**src/rtl/fir_da_pkg.sv**
```systemverilog
package fir_da_pkg;
  typedef enum logic [1:0] {
    ST_IDLE = 2'd0,
    ST_RUN  = 2'd1,
    ST_HOLD = 2'd2
  } da_state_e;

  localparam int unsigned TAB_IN = 4;
endpackage

```
**src/rtl/fir_da_table.sv**
```systemverilog
module fir_da_table #(
  parameter int unsigned W  = 16,
  parameter int unsigned OW = 18,
  parameter logic [fir_da_pkg::TAB_IN*W-1:0] COEFS = '0
) (
  input  logic [fir_da_pkg::TAB_IN-1:0] addr,
  output logic signed [OW-1:0]          sum_out
);
  localparam int unsigned NIN  = fir_da_pkg::TAB_IN;
  localparam int unsigned NENT = 1 << NIN;

  function automatic logic signed [OW-1:0] subset_sum(input int unsigned sel);
    logic signed [OW-1:0] acc;
    logic [W-1:0]         c;
    acc = '0;
    for (int k = 0; k < NIN; k++) begin
      c = COEFS[k*W +: W];
      if (sel[k]) acc = acc + {{(OW-W){c[W-1]}}, c};
    end
    return acc;
  endfunction

  logic signed [OW-1:0] rom [NENT];

  for (genvar e = 0; e < NENT; e++) begin : g_ent
    assign rom[e] = subset_sum(e);
  end

  assign sum_out = rom[addr];
endmodule

```
**src/rtl/fir_da_delay.sv**
```systemverilog
module fir_da_delay #(
  parameter int unsigned W     = 16,
  parameter int unsigned NTAPS = 8
) (
  input  logic             clk,
  input  logic             rst_n,
  input  logic             load,
  input  logic             shift_en,
  input  logic [W-1:0]     sample,
  output logic [NTAPS-1:0] bits
);
  logic [W-1:0] line [NTAPS];
  logic [W-1:0] sreg [NTAPS];

  always_ff @(posedge clk or negedge rst_n) begin
    if (!rst_n) begin
      for (int k = 0; k < NTAPS; k++) begin
        line[k] <= '0;
        sreg[k] <= '0;
      end
    end else if (load) begin
      line[0] <= sample;
      sreg[0] <= sample;
      for (int k = 1; k < NTAPS; k++) begin
        line[k] <= line[k-1];
        sreg[k] <= line[k-1];
      end
    end else if (shift_en) begin
      for (int k = 0; k < NTAPS; k++) sreg[k] <= sreg[k] >> 1;
    end
  end

  for (genvar k = 0; k < NTAPS; k++) begin : g_bit
    assign bits[k] = sreg[k][0];
  end


  line_hold_chk: assert property (@(posedge clk) disable iff (!rst_n)
    !load |=> ($stable(line[0]) && $stable(line[NTAPS-1])));

  line_take_chk: assert property (@(posedge clk) disable iff (!rst_n)
    load |=> (line[0] == $past(sample)));
endmodule

```
**src/rtl/fir_da_accum.sv**
```systemverilog
module fir_da_accum #(
  parameter int unsigned W    = 16,
  parameter int unsigned SUMW = 19,
  parameter int unsigned OUTW = 35
) (
  input  logic                   clk,
  input  logic                   rst_n,
  input  logic                   clear,
  input  logic                   en,
  input  logic signed [SUMW-1:0] w_in,
  output logic                   last,
  output logic [OUTW-1:0]        result
);
  localparam int unsigned HIW = OUTW - W;
  localparam int unsigned TW  = HIW + 2;
  localparam int unsigned CW  = $clog2(W);

  logic signed [HIW-1:0] hi;
  logic [W-1:0]          lo;
  logic [CW-1:0]         cnt;
  logic signed [TW-1:0]  hi_x, w_x, t;

  assign last = en && (cnt == CW'(W-1));
  assign hi_x = {{(TW-HIW){hi[HIW-1]}}, hi};
  assign w_x  = {{(TW-SUMW){w_in[SUMW-1]}}, w_in};
  assign t    = last ? (hi_x - w_x) : (hi_x + w_x);

  always_ff @(posedge clk or negedge rst_n) begin
    if (!rst_n) begin
      hi  <= '0;
      lo  <= '0;
      cnt <= '0;
    end else if (clear) begin
      hi  <= '0;
      lo  <= '0;
      cnt <= '0;
    end else if (en) begin
      hi  <= t[HIW:1];
      lo  <= {t[0], lo[W-1:1]};
      cnt <= cnt + 1'b1;
    end
  end

  assign result = {hi, lo};


  cnt_reset_chk: assert property (@(posedge clk) disable iff (!rst_n)
    clear |=> (cnt == '0));

  acc_idle_chk: assert property (@(posedge clk) disable iff (!rst_n)
    (!clear && !en) |=> $stable(result));
endmodule

```
**src/rtl/fir_da_serial.sv**
```systemverilog
module fir_da_serial #(
  parameter int unsigned W     = 16,
  parameter int unsigned NTAPS = 8,
  parameter int unsigned OUTW  = 35,
  parameter logic [NTAPS*W-1:0] COEFS = {
    16'hF448, 16'h03E8, 16'hFFFF, 16'h0007,
    16'h7FFF, 16'hB1E0, 16'h3039, 16'h8000}
) (
  input  logic            clk,
  input  logic            rst_n,
  input  logic            in_valid,
  output logic            in_ready,
  input  logic [W-1:0]    in_sample,
  output logic            busy,
  output logic            out_valid,
  input  logic            out_ready,
  output logic [OUTW-1:0] out_result
);
  import fir_da_pkg::*;

  localparam int unsigned NTAB = NTAPS / TAB_IN;
  localparam int unsigned TABW = W + $clog2(TAB_IN);
  localparam int unsigned SUMW = TABW + $clog2(NTAB);

  da_state_e state;
  logic accept, running, last;
  logic [NTAPS-1:0] bits;
  logic signed [TABW-1:0] tab_out [NTAB];
  logic signed [SUMW-1:0] wsum;

  assign running   = (state == ST_RUN);
  assign out_valid = (state == ST_HOLD);
  assign busy      = (state != ST_IDLE);
  assign in_ready  = !busy;
  assign accept    = in_valid && in_ready;

  always_ff @(posedge clk or negedge rst_n) begin
    if (!rst_n) state <= ST_IDLE;
    else begin
      case (state)
        ST_IDLE: if (accept) state <= ST_RUN;
        ST_RUN:  if (last) state <= ST_HOLD;
        ST_HOLD: if (out_ready) state <= ST_IDLE;
        default: state <= ST_IDLE;
      endcase
    end
  end

  fir_da_delay #(.W(W), .NTAPS(NTAPS)) u_delay (
    .clk(clk), .rst_n(rst_n), .load(accept), .shift_en(running),
    .sample(in_sample), .bits(bits));

  for (genvar t = 0; t < NTAB; t++) begin : g_tab
    fir_da_table #(.W(W), .OW(TABW),
                   .COEFS(COEFS[t*TAB_IN*W +: TAB_IN*W])) u_tab (
      .addr(bits[t*TAB_IN +: TAB_IN]), .sum_out(tab_out[t]));
  end

  always_comb begin
    wsum = '0;
    for (int t = 0; t < NTAB; t++)
      wsum = wsum + {{(SUMW-TABW){tab_out[t][TABW-1]}}, tab_out[t]};
  end

  fir_da_accum #(.W(W), .SUMW(SUMW), .OUTW(OUTW)) u_acc (
    .clk(clk), .rst_n(rst_n), .clear(accept), .en(running),
    .w_in(wsum), .last(last), .result(out_result));


  start_busy_chk: assert property (@(posedge clk) disable iff (!rst_n)
    accept |=> (busy && !out_valid));

  hold_stable_chk: assert property (@(posedge clk) disable iff (!rst_n)
    (out_valid && !out_ready) |=> (out_valid && $stable(out_result)));

  release_chk: assert property (@(posedge clk) disable iff (!rst_n)
    (out_valid && out_ready) |=> (!out_valid && in_ready));

  run_to_hold_chk: assert property (@(posedge clk) disable iff (!rst_n)
    last |=> out_valid);
endmodule

```
**config.mk**
```make
export PLATFORM = sky130hd
export DESIGN_NAME = fir_da_serial
export DESIGN_NICKNAME = d
export VERILOG_FILES = /design/src/rtl/fir_da_pkg.sv /design/src/rtl/fir_da_table.sv /design/src/rtl/fir_da_delay.sv /design/src/rtl/fir_da_accum.sv /design/src/rtl/fir_da_serial.sv
export SDC_FILE = /design/constraint.sdc
export NUM_CORES = 1
export LEC_CHECK = 0
export BUFFER_PORTS_ARGS = -buffer_cell sky130_fd_sc_hd__buf_2
export CORE_MARGIN = 8
export CORE_UTILIZATION = 55
export CTS_CLUSTER_SIZE = 24
export DETAILED_ROUTE_END_ITERATION = 7
export HOLD_SLACK_MARGIN = 0.12
export PLACE_DENSITY = 0.72
export SYNTH_ARGS = -nofsm -noshare
export SYNTH_HDL_FRONTEND = slang
export SYNTH_SLANG_ARGS = --single-unit
```
**constraint.sdc**
```tcl
create_clock -name clk -period 13.85 [get_ports clk]
set_clock_uncertainty 0.05 [all_clocks]
set_input_delay 2.0775 -clock clk [delete_from_list [all_inputs] [get_ports clk]]
set_output_delay 2.0775 -clock clk [all_outputs]
set_load 0.005 [all_outputs]
```
==> metrics.log <==
INFO  metric synth_cell_type_count = 62
INFO  metric floorplan.initialDensity = 55.4%
INFO  metric number_of_sinks_driven_by_the_clock_tree = 281
INFO  metric num-nets-final = 1613
INFO  metric detail_route.iter0.violations = 717
INFO  metric post_drt_wl_per_cell = 14.3 microns
INFO  metric min_period = 6.46 ns
INFO  metric final_design_area_no_fill = 14700 sq um
INFO  metric place_hpwl = 17.0 mm
INFO  metric grt_pass1_wl = 46.8 mm
INFO  metric path_depth = 25
INFO  metric final.period_utilization = 46.6%
INFO  metric detailroute.via_count = 10100
INFO  metric buffer_depth_of_the_longest_clock_path = 3
INFO  metric timing.hold.worst.class = reg2reg
INFO  metric wl = 27.0 mm
INFO  metric detailed_place.area = 13800 sq um
INFO  metric critPathSlowestCell = or4_1
INFO  metric dr.max_layer_used = met4
INFO  metric place_congestion = 0.824
INFO  metric cp_required = 14.21 ns
INFO  metric layout.cells.most_common_list = nand2_1 (634), dfrtp_1 (281), nand3_1 (115), o21ai_0 (82), buf_2 (56)
INFO  metric worst_path_buf_inv = 2
INFO  metric detailed_routed_wire_length_on_met2 = 13.1 mm
INFO  metric finalMaxSlewViolations = 0
INFO  metric grt_overflow = 0
INFO  metric timing.critical_path.arrival = 6.82 ns
INFO  metric cts-htree-levels = 1
INFO  metric post_synth_instance_area = 13300 sq um
INFO  metric cts_root_buffer = clkbuf_16
INFO  metric final_hold_slack = 0.420 ns
INFO  metric synthesized_nets = 1598
INFO  metric max_slew.worst_pin.slew = 1.04 ns
INFO  metric ff2ff_path_depth = 25
INFO  metric kind_of_end_point_of_the_critical_path = flop
INFO  metric reg2reg_setup_slack = 7.39 ns
INFO  metric synth_enable_flop_cells = 0
INFO  metric insertion_delay = 0.53 ns
INFO  metric tritoncts.num_buffers = 29
INFO  metric fp.dieArea = 29400 sq um
INFO  metric grt_pass1_vias = 9754
INFO  metric post_cts_sizing_count = 0
INFO  metric die_width = 172 microns
INFO  metric slew_headroom = 30.8%
INFO  metric post_synth_inst_count = 1527
INFO  metric postSynth.asyncResetShare = 100%
INFO  metric syn-mean-instance-area = 8.71 sq um
INFO  metric ffs_latches_synth = 281
INFO  metric ys.warnings.count = 0
INFO  metric crit_path_max_fanout = 8
INFO  metric ys_seq_area_share = 52.8%
INFO  metric post-route-drc-count = 0
INFO  metric cp_peak_stage_delay = 0.47 ns
INFO  metric timing.critical_path.from = u_delay.bits[3]
INFO  metric final_number_of_setup_violating_endpoints = 0
INFO  metric timing.rr.start = u_delay.bits[3]
INFO  metric fillerInstances = 2117
INFO  metric hold_violations = 0
INFO  metric wl_met1 = 12.6 mm
INFO  metric max_cap_viol_count = 0
INFO  metric worstSetupStartpointType = flop
INFO  metric max_clock_freq = 0.155 GHz
INFO  metric fp-row-count = 57
INFO  metric total_grt_usage = 18.9%
INFO  metric run_status = completed
INFO  metric cts_post_setup_buffers_inserted = 0
INFO  metric num_io_pins = 58
INFO  metric fraction_of_final_layout_cells_with_drive_strength_greater_than_1 = 7.87%
INFO  metric capture_instance_of_the_worst_register_to_register_path = u_acc.hi[18]
INFO  metric met3_wirelength = 778 microns
INFO  metric synthToLayoutAreaGrowth = 10.5%
INFO  metric antenna_diode_count = 0
INFO  metric setup-tns-final = 0 ns
INFO  metric floorplan.die.height = 172 microns
INFO  metric place.port_buffers = 57
INFO  metric grt_start_max_net_pins = 166
INFO  metric cts_tree = done
INFO  metric mostFrequentLayoutCell = nand2_1
INFO  metric crit_family = simple AND/OR/NAND/NOR gates
INFO  metric cpMostUsedCell = ha_1
INFO  metric final_antenna_net_count = 0
INFO  metric grt_setup_unrepaired = false
INFO  metric drtPass1Iterations = 5
INFO  metric clkTransAtPathRegs = 0.06 ns
INFO  metric termination_of_the_worst_setup_path = u_acc.hi[18]
INFO  metric vias_per_cell = 5.34
INFO  metric design.core.area = 24000 sq um
INFO  metric grt_antenna_before_repair = 0
INFO  metric post_cts_hold_buffer_count = 0
INFO  metric timing.setup.critical_path_class = reg2reg
INFO  metric synthFlopType = dfrtp_1
## layer usage
metal | vias to the layer above | GRT usage, %
met5 | - | 0
met4 | 0 | 4.42
met3 | 32 | 2.09
met2 | 131 | 31.8
met1 | 4864 | 25.9
li1 | 5055 | -
## synth_stat cells (4+ instances only)
cell	n	area (sq um)
nand2_1	635	2380
dfrtp_1	281	7030
nand3_1	115	576
o21ai_0	82	410
clkbuf_1	71	267
ha_1	48	601
nor2_1	34	128
a21oi_1	30	150
inv_1	28	105
xor2_1	25	219
xnor2_1	17	149
a22oi_1	15	113
mux2i_1	14	140
a21o_1	12	90.1
and2_1	10	62.6
nor3_1	10	50.1
nor2b_1	7	43.8
a31oi_1	6	37.5
o31ai_1	6	45.0
o21a_1	5	37.5
or3_1	5	31.3
and3_1	4	25.0
nand2b_1	4	25.0
nand4_1	4	25.0
## worst min-delay path by stage
stage / startpoint / endpoint / slack [ns] / depth (start not counted)
after floorplan: u_delay.line[31] / u_delay.sreg[15] / 0.39 / 2
after global placement: u_delay.line[31] / u_delay.sreg[15] / 0.40 / 2
after detailed placement: u_delay.line[96] / u_delay.line[96] / 0.41 / 2
after CTS: u_delay.line[31] / u_delay.sreg[15] / 0.42 / 2
after global routing: u_delay.line[36] / u_delay.line[36] / 0.44 / 2
final: u_delay.line[31] / u_delay.sreg[15] / 0.42 / 2
## through the flow
| step | setup slack (ns) | cells | util [%] |
|---|---|---|---|
| 4_1_cts | 7.45 | 1887 | 61.2 |
| 2_1_floorplan | 8.02 | 1527 | - |
| 6_report | 7.39 | 1887 | 61.2 |
| 3_3_place_gp | 7.71 | 1835 | 57.3 |
| 5_1_grt | 7.02 | 1887 | 61.2 |
| 3_5_place_dp | 7.50 | 1835 | 57.3 |
## sequential cells by signal (all words and copies together) (netlist names)
signal        count
u_delay.bits      8
u_acc.lo         16
state             2
u_acc.cnt         4
u_delay.line    112
u_delay.sreg    120
u_acc.hi         19
## worst min-delay path, cell delays in order (launching register included)
cell,delay (ns)
dfrtp_1,0.34
nand2_1,0.05
nand2_1,0.05
## cell type report
type,instances,area (sq um),share of cell area (%)
clock buffer,47,903,6.14
clock inverter,5,33.8,0.230
inverter,28,105,0.715
multi-input combinational,1139,5870,39.9
sequential,281,7030,47.8
tap,324,405,2.76
timing repair buffer,63,353,2.40
## logic make-up (layout without fill, tap and decap cells)
family | Yosys count | after routing | share of synthesized area, %
buffers and inverters | 107 | 143 | 3.23
DFF | 281 | 281 | 52.8
adders and majority gates | 51 | 51 | 4.97
xor gates and xnor gates | 42 | 42 | 2.76
and+or+nand+nor | 843 | 843 | 26.1
muxes | 18 | 18 | 1.42
AOI/OAI and AO/OA | 185 | 185 | 8.71
Power is left out: the tool's default activity adds up to more than one toggle a clock period on the data nets, which glitch-free logic cannot reach.
